$ cat src/rtl/idle_tmr_pkg.sv
package idle_tmr_pkg;

    localparam int unsigned NUM_TMR = 6;
    localparam int unsigned REG_W   = 8;

    localparam logic [REG_W-1:0] ADDR_IEN     = 8'hB0;
    localparam logic [REG_W-1:0] ADDR_CTL     = 8'hB1;
    localparam logic [REG_W-1:0] ADDR_STS     = 8'hB2;
    // Reload byte of the highest index (IDE); lower indices follow upward.
    localparam logic [REG_W-1:0] ADDR_RLD_TOP = 8'hB4;

    typedef enum logic [2:0] {
        TMR_DEV1 = 3'd0,
        TMR_DEV2 = 3'd1,
        TMR_DEV3 = 3'd2,
        TMR_COM  = 3'd3,
        TMR_AUD  = 3'd4,
        TMR_IDE  = 3'd5
    } tmr_id_e;

    typedef struct packed {
        logic [NUM_TMR-1:0] ien;
        logic               frz;
        logic               gen;
        logic [NUM_TMR-1:0] sts;
    } ctl_state_t;

    function automatic logic [REG_W-1:0] rld_addr(input int unsigned idx);
        return ADDR_RLD_TOP + REG_W'(NUM_TMR - 1 - idx);
    endfunction

endpackage

$ cat src/rtl/idle_tick_gen.sv
module idle_tick_gen #(
    parameter int unsigned PRESCALE = 1_600_000_000
) (
    input  logic clk,
    input  logic rst_n,
    output logic tick
);
    localparam int unsigned PRE_W = (PRESCALE > 1) ? $clog2(PRESCALE) : 1;
    localparam logic [PRE_W-1:0] LAST = PRE_W'(PRESCALE - 1);

    typedef struct packed {
        logic [PRE_W-1:0] cnt;
    } pre_state_t;

    pre_state_t st_d, st_q;

    always_comb begin
        st_d = st_q;
        if (st_q.cnt == LAST) begin
            st_d.cnt = '0;
        end else begin
            st_d.cnt = st_q.cnt + 1'b1;
        end
    end

    always_ff @(posedge clk) begin
        if (!rst_n) begin
            st_q <= '0;
        end else begin
            st_q <= st_d;
        end
    end

    assign tick = (st_q.cnt == LAST);

endmodule

$ cat src/rtl/idle_down_ctr.sv
module idle_down_ctr #(
    parameter int unsigned CNT_W = 8
) (
    input  logic             clk,
    input  logic             rst_n,
    input  logic             tick,
    input  logic             freeze,
    input  logic             enable,
    input  logic             access,
    input  logic [CNT_W-1:0] rld_val,
    output logic             expire
);
    localparam logic [CNT_W-1:0] ONE = CNT_W'(1);

    typedef struct packed {
        logic [CNT_W-1:0] cnt;
    } ctr_state_t;

    ctr_state_t st_d, st_q;

    always_comb begin
        st_d   = st_q;
        expire = 1'b0;
        if (enable && access) begin
            // Reload has priority over a tick in the same cycle.
            st_d.cnt = rld_val;
        end else if (enable && tick && !freeze && (st_q.cnt != '0)) begin
            st_d.cnt = st_q.cnt - 1'b1;
            expire   = (st_q.cnt == ONE);
        end
    end

    always_ff @(posedge clk) begin
        if (!rst_n) begin
            st_q <= '0;
        end else begin
            st_q <= st_d;
        end
    end

endmodule

$ cat src/rtl/idle_reg_file.sv
module idle_reg_file
    import idle_tmr_pkg::*;
(
    input  logic                           clk,
    input  logic                           rst_n,
    input  logic                           reg_wr,
    input  logic [REG_W-1:0]               reg_addr,
    input  logic [REG_W-1:0]               reg_wdata,
    input  logic [NUM_TMR-1:0]             hw_set,
    output logic [REG_W-1:0]               reg_rdata,
    output logic [NUM_TMR-1:0]             ien,
    output logic                           gen,
    output logic                           frz,
    output logic [NUM_TMR-1:0]             sts,
    output logic [NUM_TMR-1:0][REG_W-1:0]  rld
);
    ctl_state_t                     st_d, st_q;
    logic [NUM_TMR-1:0][REG_W-1:0]  rld_d, rld_q;
    logic [NUM_TMR-1:0]             clr_mask;

    always_comb begin
        st_d  = st_q;
        rld_d = rld_q;
        clr_mask = '0;
        if (reg_wr) begin
            if (reg_addr == ADDR_IEN) begin
                st_d.ien = reg_wdata[NUM_TMR-1:0];
            end
            if (reg_addr == ADDR_CTL) begin
                st_d.gen = reg_wdata[0];
                st_d.frz = reg_wdata[1];
            end
            if (reg_addr == ADDR_STS) begin
                clr_mask = ~reg_wdata[NUM_TMR-1:0];
            end
            for (int i = 0; i < NUM_TMR; i++) begin
                if (reg_addr == rld_addr(i)) begin
                    rld_d[i] = reg_wdata;
                end
            end
        end
        // Hardware set is applied after the clear so it wins a collision.
        st_d.sts = (st_q.sts & ~clr_mask) | hw_set;
    end

    always_ff @(posedge clk) begin
        if (!rst_n) begin
            st_q  <= '0;
            rld_q <= '0;
        end else begin
            st_q  <= st_d;
            rld_q <= rld_d;
        end
    end

    always_comb begin
        reg_rdata = '0;
        if (reg_addr == ADDR_IEN) begin
            reg_rdata[NUM_TMR-1:0] = st_q.ien;
        end
        if (reg_addr == ADDR_CTL) begin
            reg_rdata[1:0] = {st_q.frz, st_q.gen};
        end
        if (reg_addr == ADDR_STS) begin
            reg_rdata[NUM_TMR-1:0] = st_q.sts;
        end
        for (int i = 0; i < NUM_TMR; i++) begin
            if (reg_addr == rld_addr(i)) begin
                reg_rdata = rld_q[i];
            end
        end
    end

    assign ien = st_q.ien;
    assign gen = st_q.gen;
    assign frz = st_q.frz;
    assign sts = st_q.sts;
    assign rld = rld_q;

endmodule

$ cat src/rtl/idle_tmr_bank.sv
module idle_tmr_bank
    import idle_tmr_pkg::*;
#(
    parameter int unsigned PRESCALE = 1_600_000_000
) (
    input  logic               clk,
    input  logic               rst_n,
    input  logic               reg_wr,
    input  logic [REG_W-1:0]   reg_addr,
    input  logic [REG_W-1:0]   reg_wdata,
    output logic [REG_W-1:0]   reg_rdata,
    input  logic [NUM_TMR-1:0] dev_access,
    output logic               smi_req
);
    logic                           tick;
    logic [NUM_TMR-1:0]             ien;
    logic                           gen;
    logic                           frz;
    logic [NUM_TMR-1:0]             sts;
    logic [NUM_TMR-1:0]             expire;
    logic [NUM_TMR-1:0][REG_W-1:0]  rld;

    idle_tick_gen #(
        .PRESCALE (PRESCALE)
    ) u_tick (
        .clk   (clk),
        .rst_n (rst_n),
        .tick  (tick)
    );

    idle_reg_file u_regs (
        .clk       (clk),
        .rst_n     (rst_n),
        .reg_wr    (reg_wr),
        .reg_addr  (reg_addr),
        .reg_wdata (reg_wdata),
        .hw_set    (expire),
        .reg_rdata (reg_rdata),
        .ien       (ien),
        .gen       (gen),
        .frz       (frz),
        .sts       (sts),
        .rld       (rld)
    );

    for (genvar g = 0; g < NUM_TMR; g++) begin : g_tmr
        idle_down_ctr #(
            .CNT_W (REG_W)
        ) u_ctr (
            .clk     (clk),
            .rst_n   (rst_n),
            .tick    (tick),
            .freeze  (frz),
            .enable  (ien[g]),
            .access  (dev_access[g]),
            .rld_val (rld[g]),
            .expire  (expire[g])
        );
    end

    assign smi_req = gen && (|sts);

endmodule

$ cat config.mk
export PLATFORM = sky130hd
export DESIGN_NAME = idle_tmr_bank
export DESIGN_NICKNAME = d
export VERILOG_FILES = /design/src/rtl/idle_tmr_pkg.sv /design/src/rtl/idle_tick_gen.sv /design/src/rtl/idle_down_ctr.sv /design/src/rtl/idle_reg_file.sv /design/src/rtl/idle_tmr_bank.sv
export SDC_FILE = /design/constraint.sdc
export NUM_CORES = 1
export LEC_CHECK = 0
export ABC_AREA = 1
export BUFFER_PORTS_ARGS = -buffer_cell sky130_fd_sc_hd__buf_2
export CELL_PAD_IN_SITES_DETAIL_PLACEMENT = 1
export CELL_PAD_IN_SITES_GLOBAL_PLACEMENT = 1
export CORE_ASPECT_RATIO = 1.4
export CORE_MARGIN = 3
export CORE_UTILIZATION = 48
export CTS_CLUSTER_SIZE = 24
export DETAILED_ROUTE_END_ITERATION = 8
export HOLD_SLACK_MARGIN = 0.08
export PLACE_DENSITY = 0.84
export REMOVE_ABC_BUFFERS = 1
export SYNTH_ARGS = -nofsm -noshare
export SYNTH_HDL_FRONTEND = slang
export SYNTH_SLANG_ARGS = --single-unit
$ cat constraint.sdc
create_clock -name clk -period 3.69 [get_ports clk]
set_input_delay 0.738 -clock clk [delete_from_list [all_inputs] [get_ports clk]]
set_output_delay 0.738 -clock clk [all_outputs]
set_load 0.005 [all_outputs]
==> out/qor.yml, run 1 <==
status: "finished clean"
diodes: 0
htreeDepth: 4
vias: 8174
path_clk_slew_ns: 0.06
vdd_drop_max_uv: 244
hold_class: "reg2reg"
fmax_mhz: 323
drt_wl_total_um: 26100
cts_buffer_depth: 2
powerDensity_nw_per_um2: 387
synth_top_cell_area_share: 0.353
io_buffers: 33
worstSetupPathType: "in2out"
synth.ff_latch_count: 141
ys_top_cells_by_area: "dfxtp_1 (35%), nand2_1 (14%), nand3_1 (6.6%), inv_1 (6.3%), nor2_1 (6.2%)"
hpwl_um: 18900
grt-ovfl-total: 0
syn_inst: 1191
finalNonFillerCells: 1425
dpl.cell_count: 1393
worst_slack_ns: 0.594
worst_pin_slew_ns: 0.863
num_rows: 55
cts_buffers: 17
die_h_um: 159
layout.nets: 1257
cts.sinks: 141
ios: 34
worstPathArrival_ns: 2.36
cts_tree: "built"
hold_viol_final: 0
rrSetupSlack_ns: 1.18
grt_max_degree: 70
synth_warnings: 0
async_flop_share: 0
die_w_um: 115
cts_setup_buffers: 0
period_minus_slack_ns: 3.10
worst_ep_required_time_ns: 2.95
grt_pass1_vias: 8320
rsz0062_at_grt: "false"
endpoint_kind: "primary output"
fin_tns_setup_ns: 0
ctsResizeCount: 0
first_pass_iters: 5
drt_iter0_markers: 511
via_per_inst: 5.74
coreArea_um2: 16200
synth_seq_area_share: 0.353
antenna_found_initial: 0
cap_violations: 0
fin_crit_sh: 0.839
antenna_left: 0
place_area_um2: 8330
grtUsageTotal: 0.289
syn_area_per_cell_um2: 6.72
slew_headroom: 0.422
finish.instance_area_um2: 8940
wl_per_cell_um: 18.3
synth_cell_type_count: 36
place_congestion: 0.893
finalSetupViolCount: 0
mostFrequentLayoutCell: "nand2_1"
drive_gt1_frac: 0.0865
clock_latency_ns: 0.43
cp-start-kind: "primary input"
leakage_nw: 3.47
final_cell_mix: "nand2_1 (296), dfxtp_1 (141), inv_1 (133), nor2_1 (133), nand3_1 (106)"
worst_hold_slack_ns: 0.452
grt_pass1_wl_um: 42100
dp_slack_ns: 0.655
syn_area_um2: 8010
drv_slew: 0
yosys.area.top_type: "dfxtp_1"
start_util: 0.493
area_delta_synth_final_pct: 11.7
cts-root-buf: "clkbuf_16"
crit_fanout: 9
drc: 0
synth-edff-count: 0
synth_ff_type: "dfxtp_1"
cts_hold_buf: 0
n_fill_cell: 2188
clock_skew_ns: 0.00771
die_area_um2: 18300
sequential cells by signal, summed over array words and instances (netlist names):
register	cells
u_regs.frz	1
g_tmr.u_ctr.st_q	48
u_regs.sts	6
u_regs.ien	6
u_regs.rld	48
u_tick.st_q	31
u_regs.gen	1
routing by layer:
metal	track usage	routed length [um]	vias to the layer above
li1	-	-	3979
met5	0	0	-
met2	0.527	13900	161
met3	0.0469	779	51
met1	0.330	10600	3983
met4	0.108	836	0
worst max-delay path: stages:
cell      delay, ns
buf_2          0.10
inv_1          0.05
nand2_1        0.17
nor2_1         0.07
nand2_1        0.19
clkinv_1       0.29
nand2_1        0.17
nand3_1        0.10
nor3_1         0.19
nand4_1        0.14
buf_2          0.16
cells by family after synthesis:
kind of cell	share of synthesized area
simple gates	0.349
buf+inv	0.0831
compound gates	0.153
flops	0.353
fa+ha+maj	0.0297
xor+xnor	0.0328
area by class of cell:
cell class / count / area (um2) / share of cell area
clock buffers: 21 / 450 / 0.0504
flip-flops and latches: 141 / 2820 / 0.316
repair buffers: 36 / 200 / 0.0224
multi-input cells: 875 / 4520 / 0.506
well taps: 199 / 249 / 0.0278
inverters: 142 / 533 / 0.0596
clock inverters: 11 / 166 / 0.0186
Yosys cell counts, drive strengths merged, types with 7 or more instances:
cell / instances
o31ai: 7
nand3: 113
dfxtp: 141
inv: 139
nand2: 307
a221oi: 39
nand4: 25
or2: 8
xor2: 14
a21oi: 94
clkbuf: 19
o21ai: 67
xnor2: 16
nor2: 144
buf: 14
ha: 19
nor3: 9
final timing paths:
| check | start | endpoint | depth (start not counted) |
|---|---|---|---|
| worst max-delay path | reg_addr[1] | reg_rdata[2] | 11 |
| worst min-delay path | u_tick.st_q[0] | u_tick.st_q[0] | 1 |
| worst max register to register | u_tick.st_q[0] | u_regs.sts[5] | 9 |
| worst min register to register | u_tick.st_q[0] | u_tick.st_q[0] | 1 |
power breakdown:
group / internal (mW) / switching [mW] / total, mW / leakage (nW)
Sequential: 1.53 / 0.00375 / 1.53 / 1.14
Clock: 1.15 / 0.680 / 1.83 / 0.305
Combinational: 0.0256 / 0.0820 / 0.108 / 2.03
Total: 2.70 / 0.765 / 3.47 / 3.47
through the flow:
step / util / total power [mW]
floorplan: - / 1.61
global placement: 0.513 / 1.67
detailed placement: 0.513 / 1.67
CTS: 0.551 / 3.49
global route: 0.551 / 3.56
finish: 0.551 / 3.47
(Power assumes the default switching activity.)
==> run 2: changes to the inputs <==
--- a/config.mk
+++ b/config.mk
@@ -5,17 +5,17 @@
 export SDC_FILE = /design/constraint.sdc
 export NUM_CORES = 1
 export LEC_CHECK = 0
-export ABC_AREA = 1
+export ABC_AREA = 0
 export BUFFER_PORTS_ARGS = -buffer_cell sky130_fd_sc_hd__buf_2
 export CELL_PAD_IN_SITES_DETAIL_PLACEMENT = 1
 export CELL_PAD_IN_SITES_GLOBAL_PLACEMENT = 1
 export CORE_ASPECT_RATIO = 1.4
 export CORE_MARGIN = 3
-export CORE_UTILIZATION = 48
+export CORE_UTILIZATION = 42
 export CTS_CLUSTER_SIZE = 24
 export DETAILED_ROUTE_END_ITERATION = 8
 export HOLD_SLACK_MARGIN = 0.08
-export PLACE_DENSITY = 0.84
+export PLACE_DENSITY = 0.75
 export REMOVE_ABC_BUFFERS = 1
 export SYNTH_ARGS = -nofsm -noshare
 export SYNTH_HDL_FRONTEND = slang
==> constraint.sdc (replaced) <==
create_clock -name clk -period 2.7 [get_ports clk]
set_input_delay 0.54 -clock clk [delete_from_list [all_inputs] [get_ports clk]]
set_output_delay 0.54 -clock clk [all_outputs]
set_load 0.005 [all_outputs]
==> out/qor.yml, run 2 <==
synth-edff-count: 0  # unchanged
cts_hold_buf: 0  # unchanged
cts_buffer_depth: 2  # unchanged
worst_pin_slew_ns: 0.675  # -0.188 ns
worst_slack_ns: 0.188  # -0.406 ns
cts_buffers: 17  # unchanged
status: "finished clean"
synth.ff_latch_count: 141  # unchanged
worstSetupPathType: "in2out"
mostFrequentLayoutCell: "dfxtp_1"
crit_fanout: 12  # +3
layout.nets: 1065  # -15%
die_area_um2: 20500  # +12%
post-synth-top-count-cell: "dfxtp_1"
syn_area_per_cell_um2: 7.93  # +18%
path_clk_slew_ns: 0.06  # about the same
place_area_um2: 8410  # +0.98%
die_w_um: 122  # +6.0%
htreeDepth: 4  # unchanged
antenna_found_initial: 0  # unchanged
hold_class: "in2reg"
fin_crit_sh: 0.930
fmax_mhz: 398
syn_inst: 998  # -16%
powerDensity_nw_per_um2: 526  # +36%
ios: 34  # unchanged
leakage_nw: 3.52  # +1.4%
vias: 7880  # -3.6%
synth_cell_type_count: 66  # +83%
cts.sinks: 141  # unchanged
endpoint_kind: "primary output"
dp_slack_ns: 0.151  # -0.504 ns
hold_viol_final: 0  # unchanged
power_switching_mw: 1.12  # +46%
synth_common_cells: "dfxtp_1 (141), nand2_1 (108), nor2_1 (89)"
p_comb_frac: 0.040  # +0.009
clock_skew_ns: 0.0120  # +0.00425 ns
clock_latency_ns: 0.43  # about the same
cts_tree: "built"
rsz0062_at_grt: "false"
worst_ep_required_time_ns: 2.16  # -0.79 ns
antenna_left: 0  # unchanged
coreArea_um2: 18200  # +12%
drc: 0  # unchanged
n_fill_cell: 2220  # +1.5%
finalSetupViolCount: 0  # unchanged
drv_slew: 0  # unchanged
synth_ff_type: "dfxtp_1"
first_pass_iters: 4  # -1
syn_area_um2: 7910  # -1.2%
async_flop_share: 0  # unchanged
start_util: 0.434  # -0.0585
rrSetupSlack_ns: 0.20  # -0.98 ns
area_delta_synth_final_pct: 14.2
num_rows: 58  # +5.5%
period_minus_slack_ns: 2.51
die_h_um: 168  # +6.0%
drt_iter0_markers: 562  # +10%
io_buffers: 33  # unchanged
slew_headroom: 0.546  # +0.123
regArea_um2: 2820  # unchanged
via_per_inst: 6.19  # +7.8%
synth_seq_area_share: 0.357  # +0.00412
seq_power_share: 0.440  # -0.002
finalNonFillerCells: 1274  # -11%
synth_warnings: 0  # unchanged
finalCoreUtilization: 0.496  # -0.0545
clockPowerShare: 0.520  # -0.007
grt_pass1_wl_um: 43400  # +3.0%
yosys.area.top_type: "dfxtp_1"
hpwl_um: 20100  # +6.1%
worstPathArrival_ns: 1.97  # -0.39 ns
p_int_mw: 3.63  # +35%
wl_per_cell_um: 21.4  # +17%
finish.instance_area_um2: 9040  # +1.0%
final_cell_mix: "dfxtp_1 (141), nand2_1 (108), nor2_1 (89), nand3_1 (72), a21oi_1 (60)"
drive_gt1_frac: 0.116  # +0.0296
fin_tns_setup_ns: 0  # unchanged
netSwitchingFraction: 0.235  # +0.0145
multi_input_area_um2: 4750  # +5.1%
grt_max_degree: 46  # -34%
dpl.cell_count: 1242  # -11%
cp-start-kind: "primary input"
vdd_drop_max_uv: 399  # +63%
grt_pass1_vias: 7889  # -5.2%
place_congestion: 0.957  # +7.2%
diodes: 0  # unchanged
grtUsageTotal: 0.270  # -0.0194
drt_wl_total_um: 27200  # +4.3%
cts-root-buf: "clkbuf_16"
grt-ovfl-total: 0  # unchanged
synth_top_cell_area_share: 0.357  # +0.00412
ys_top_cells_by_area: "dfxtp_1 (36%), nand2_1 (5.1%), mux2i_1 (4.9%), nand3_1 (4.6%), nor2_1 (4.2%)"
cap_violations: 0  # unchanged
## run 2: cell count changes after synthesis, moves of 28 or more
cell	previous run	this run
clkbuf_1	19	56
o21ai_0	66	31
nor2_1	133	89
nand3_1	106	72
mux2i_1	0	39
inv_1	134	32
nor4_1	2	30
a21oi_1	94	61
a221oi_1	39	1
nand2_1	296	108
## run 2: stage by stage
step / total power [mW] / hold WS, ns
2_1_floorplan: 2.20 / 0.430
3_3_place_gp: 2.32 / 0.438
3_5_place_dp: 2.32 / 0.455
4_1_cts: 4.79 / 0.447
5_1_grt: 4.90 / 0.479
6_report: 4.75 / 0.460
## run 2: logic make-up after synthesis
kind of cell,synth area share
AO/OA/AOI/OAI,0.169
multiplexers,0.0508
buffers and inverters,0.0441
XOR/XNOR,0.0365
AND/OR/NAND/NOR,0.313
adder cells (fa/ha/maj),0.0300
flip-flops,0.357
## run 2: worst max-delay path: stages
cell	delay, ns
buf_2	0.23
inv_1	0.20
nor4_1	0.65
a22oi_1	0.13
nand2_1	0.10
buf_2	0.11
## run 2: path summary, 6_finish.rpt
check                  from                     end  cells after the start
max             reg_addr[0]            reg_rdata[6]                      6
min           dev_access[4]  g_tmr[4].u_ctr.st_q[0]                      3
max reg2reg  u_tick.st_q[0]  g_tmr[3].u_ctr.st_q[6]                      6
min reg2reg  u_regs.rld[34]          u_regs.rld[34]                      2
## run 2: power by group through the flow
stage	Combinational [mW]	Sequential, mW	Clock, mW
after floorplan	0.0663	2.14	0
after global placement	0.185	2.14	0
after detailed placement	0.185	2.14	0
after CTS	0.187	2.09	2.51
after global routing	0.204	2.09	2.60
final	0.190	2.09	2.47
## run 2: routing by layer
| layer | global-route usage | vias up | wire [um] | share of wire |
|---|---|---|---|---|
| li1 | - | 3734 | - | - |
| met5 | 0 | - | 0 | 0 |
| met1 | 0.329 | 3890 | 11500 | 0.42 |
| met3 | 0.0467 | 68 | 1090 | 0.040 |
| met2 | 0.467 | 188 | 13700 | 0.50 |
| met4 | 0.109 | 0 | 996 | 0.037 |
## run 2: final cells by class
type / count / area share
clock buffer: 22 / 0.0547
clock inverter: 10 / 0.0140
inverter: 32 / 0.0133
multi-input combinational: 765 / 0.526
sequential: 141 / 0.312
tap: 240 / 0.0332
timing repair buffer: 64 / 0.0468
## run 2: repair_timing
item	CTS	global route
setup endpoints to repair	0	3
setup buffers	0	0
resized for setup	0	2
==> run 3: changes to the inputs <==
==> constraint.sdc (replaced) <==
create_clock -name clk -period 2.7 [get_ports clk]
set_input_delay 0.54 -clock clk [delete_from_list [all_inputs] [get_ports clk]]
set_output_delay 0.54 -clock clk [all_outputs]
set_load 0.1 [all_outputs]
==> out/qor.yml, run 3 (synthesis results as in run 2) <==
hpwl_um: 19900  # -0.81%
antenna_found_initial: 0  # unchanged
slowest_delay_ns: 0.28  # -0.37 ns
powerDensity_nw_per_um2: 527  # +0.23%
die_w_um: 122  # unchanged
via_per_inst: 6.20  # +0.20%
grt_max_degree: 53  # +15%
vdd_drop_max_uv: 390  # -2.2%
period_minus_slack_ns: 2.63  # +0.116 ns
slew_headroom: 0.608  # +0.0628
wl_per_cell_um: 21.3  # -0.47%
worst_hold_slack_ns: 0.408  # -0.0521 ns
endpoint_kind: "primary output"
area_delta_synth_final_pct: 17.2
cts.sinks: 141  # unchanged
worst_pin_slew_ns: 0.582  # -0.0934 ns
cts_tree: "built"
drv_slew: 0  # unchanged
drc: 0  # unchanged
finalCoreUtilization: 0.509  # +0.0132
ios: 34  # unchanged
htreeDepth: 4  # unchanged
fmax_mhz: 381  # -4.4%
grt_pass1_wl_um: 43800  # +0.84%
num_rows: 58  # unchanged
grt_pass1_vias: 8125  # +3.0%
diodes: 0  # unchanged
cp-start-kind: "primary input"
io_buffers: 33  # unchanged
cts_buffers: 17  # unchanged
start_util: 0.434  # unchanged
path_clk_slew_ns: 0.06  # about the same
cts_buffer_depth: 2  # unchanged
coreArea_um2: 18200  # unchanged
vias: 7970  # +1.1%
crit_slowest_cell: "nor3_2"
first_pass_iters: 5  # +1
status: "finished clean"
regArea_um2: 2820  # unchanged
drt_wl_total_um: 27400  # +0.47%
die_area_um2: 20500  # unchanged
clock_skew_ns: 0.00852  # -0.00344 ns
multi_input_area_um2: 4770  # +0.39%
cts-root-buf: "clkbuf_16"
hold_class: "in2reg"
dpl.cell_count: 1248  # +0.48%
finalNonFillerCells: 1286  # +0.94%
layout.nets: 1077  # +1.1%
antenna_left: 0  # unchanged
crit_fanout: 12  # unchanged
final_cell_mix: "dfxtp_1 (141), nand2_1 (108), nor2_1 (89), nand3_1 (72), a21oi_1 (60)"
place_congestion: 1.00  # +4.5%
n_fill_cell: 2243  # +1.0%
mostFrequentLayoutCell: "dfxtp_1"
hold_viol_final: 0  # unchanged
grt-ovfl-total: 0  # unchanged
leakage_nw: 3.62  # +2.7%
clock_latency_ns: 0.43  # about the same
worstPathArrival_ns: 2.09  # +0.12 ns
drt_iter0_markers: 579  # +3.0%
grtUsageTotal: 0.271  # +0.000912
worst_ep_required_time_ns: 2.16  # about the same
die_h_um: 168  # unchanged
cp_cell_sequence: "clkbuf_4 > clkinvlp_4 > nor3_2 > nand2_1 > o22ai_1 > a21oi_1 > buf_4 > buf_12"
drive_gt1_frac: 0.129  # +0.0130
worstSetupPathType: "in2out"
finalSetupViolCount: 0  # unchanged
fin_crit_sh: 0.973  # +0.0430
cap_violations: 0  # unchanged
-- run 3: cell count changes in the layout (fill, tap and decap cells not counted), sizes merged --
cell / change
clkinv: +2
buf: +11
inv: -1
clkbuf: -1
bufinv: +2
clkinvlp: -1
-- run 3: per-stage QoR --
step,total power [mW],instance area (um2),setup slack (ns),TNS [ns]
after floorplan,2.21,7680,-2.02,-8.63
after global placement,2.34,8560,-0.0364,-0.0727
after detailed placement,2.34,8560,-0.140,-0.501
after CTS,4.91,9200,0.0233,0
after global routing,5.04,9280,-0.0220,-0.0350
final,4.89,9280,0.0724,0
-- run 3: what timing repair did --
action | 4_1_cts | 5_1_grt
hold buffers | 0 | 0
endpoints found under the setup margin | 6 | 7
setup buffers | 0 | 6
gates resized for setup | 1 | 7
-- run 3: final timing paths --
path,startpoint,endpoint,slack (ns),cells after the start
worst max-delay path,reg_addr[0],reg_rdata[1],0.07,8
worst max register to register,u_tick.st_q[0],g_tmr[3].u_ctr.st_q[6],0.10,6
worst min register to register,u_tick.st_q[0],u_tick.st_q[0],0.47,1
worst min-delay path,rst_n,g_tmr[1].u_ctr.st_q[0],0.41,2
-- run 3: where the power goes --
part / total, mW / switching, mW / internal (mW)
registers: 2.09 / 0.00569 / 2.08
logic: 0.218 / 0.156 / 0.0621
clock network: 2.58 / 0.973 / 1.61
-- run 3: worst max-delay path: cells and delay by family --
| kind | cells | cell delay (ns) |
|---|---|---|
| AO/OA/AOI/OAI | 2 | 0.30 |
| AND/OR/NAND/NOR | 2 | 0.48 |
| buffers and inverters | 4 | 0.75 |
-- run 3: metal layers --
layer / up-vias / track usage / wire (um)
met3: 83 / 0.0393 / 1100
li1: 3761 / - / -
met2: 215 / 0.466 / 13600
met5: - / 0 / 0
met4: 0 / 0.139 / 1210
met1: 3911 / 0.325 / 11500
-- run 3: cell type report --
type / count / share of cell area
flip-flops and latches: 141 / 0.304
multi-input cells: 765 / 0.514
clock inverters: 12 / 0.0198
clock buffers: 20 / 0.0492
inverters: 32 / 0.0134
well taps: 240 / 0.0324
repair buffers: 76 / 0.0669
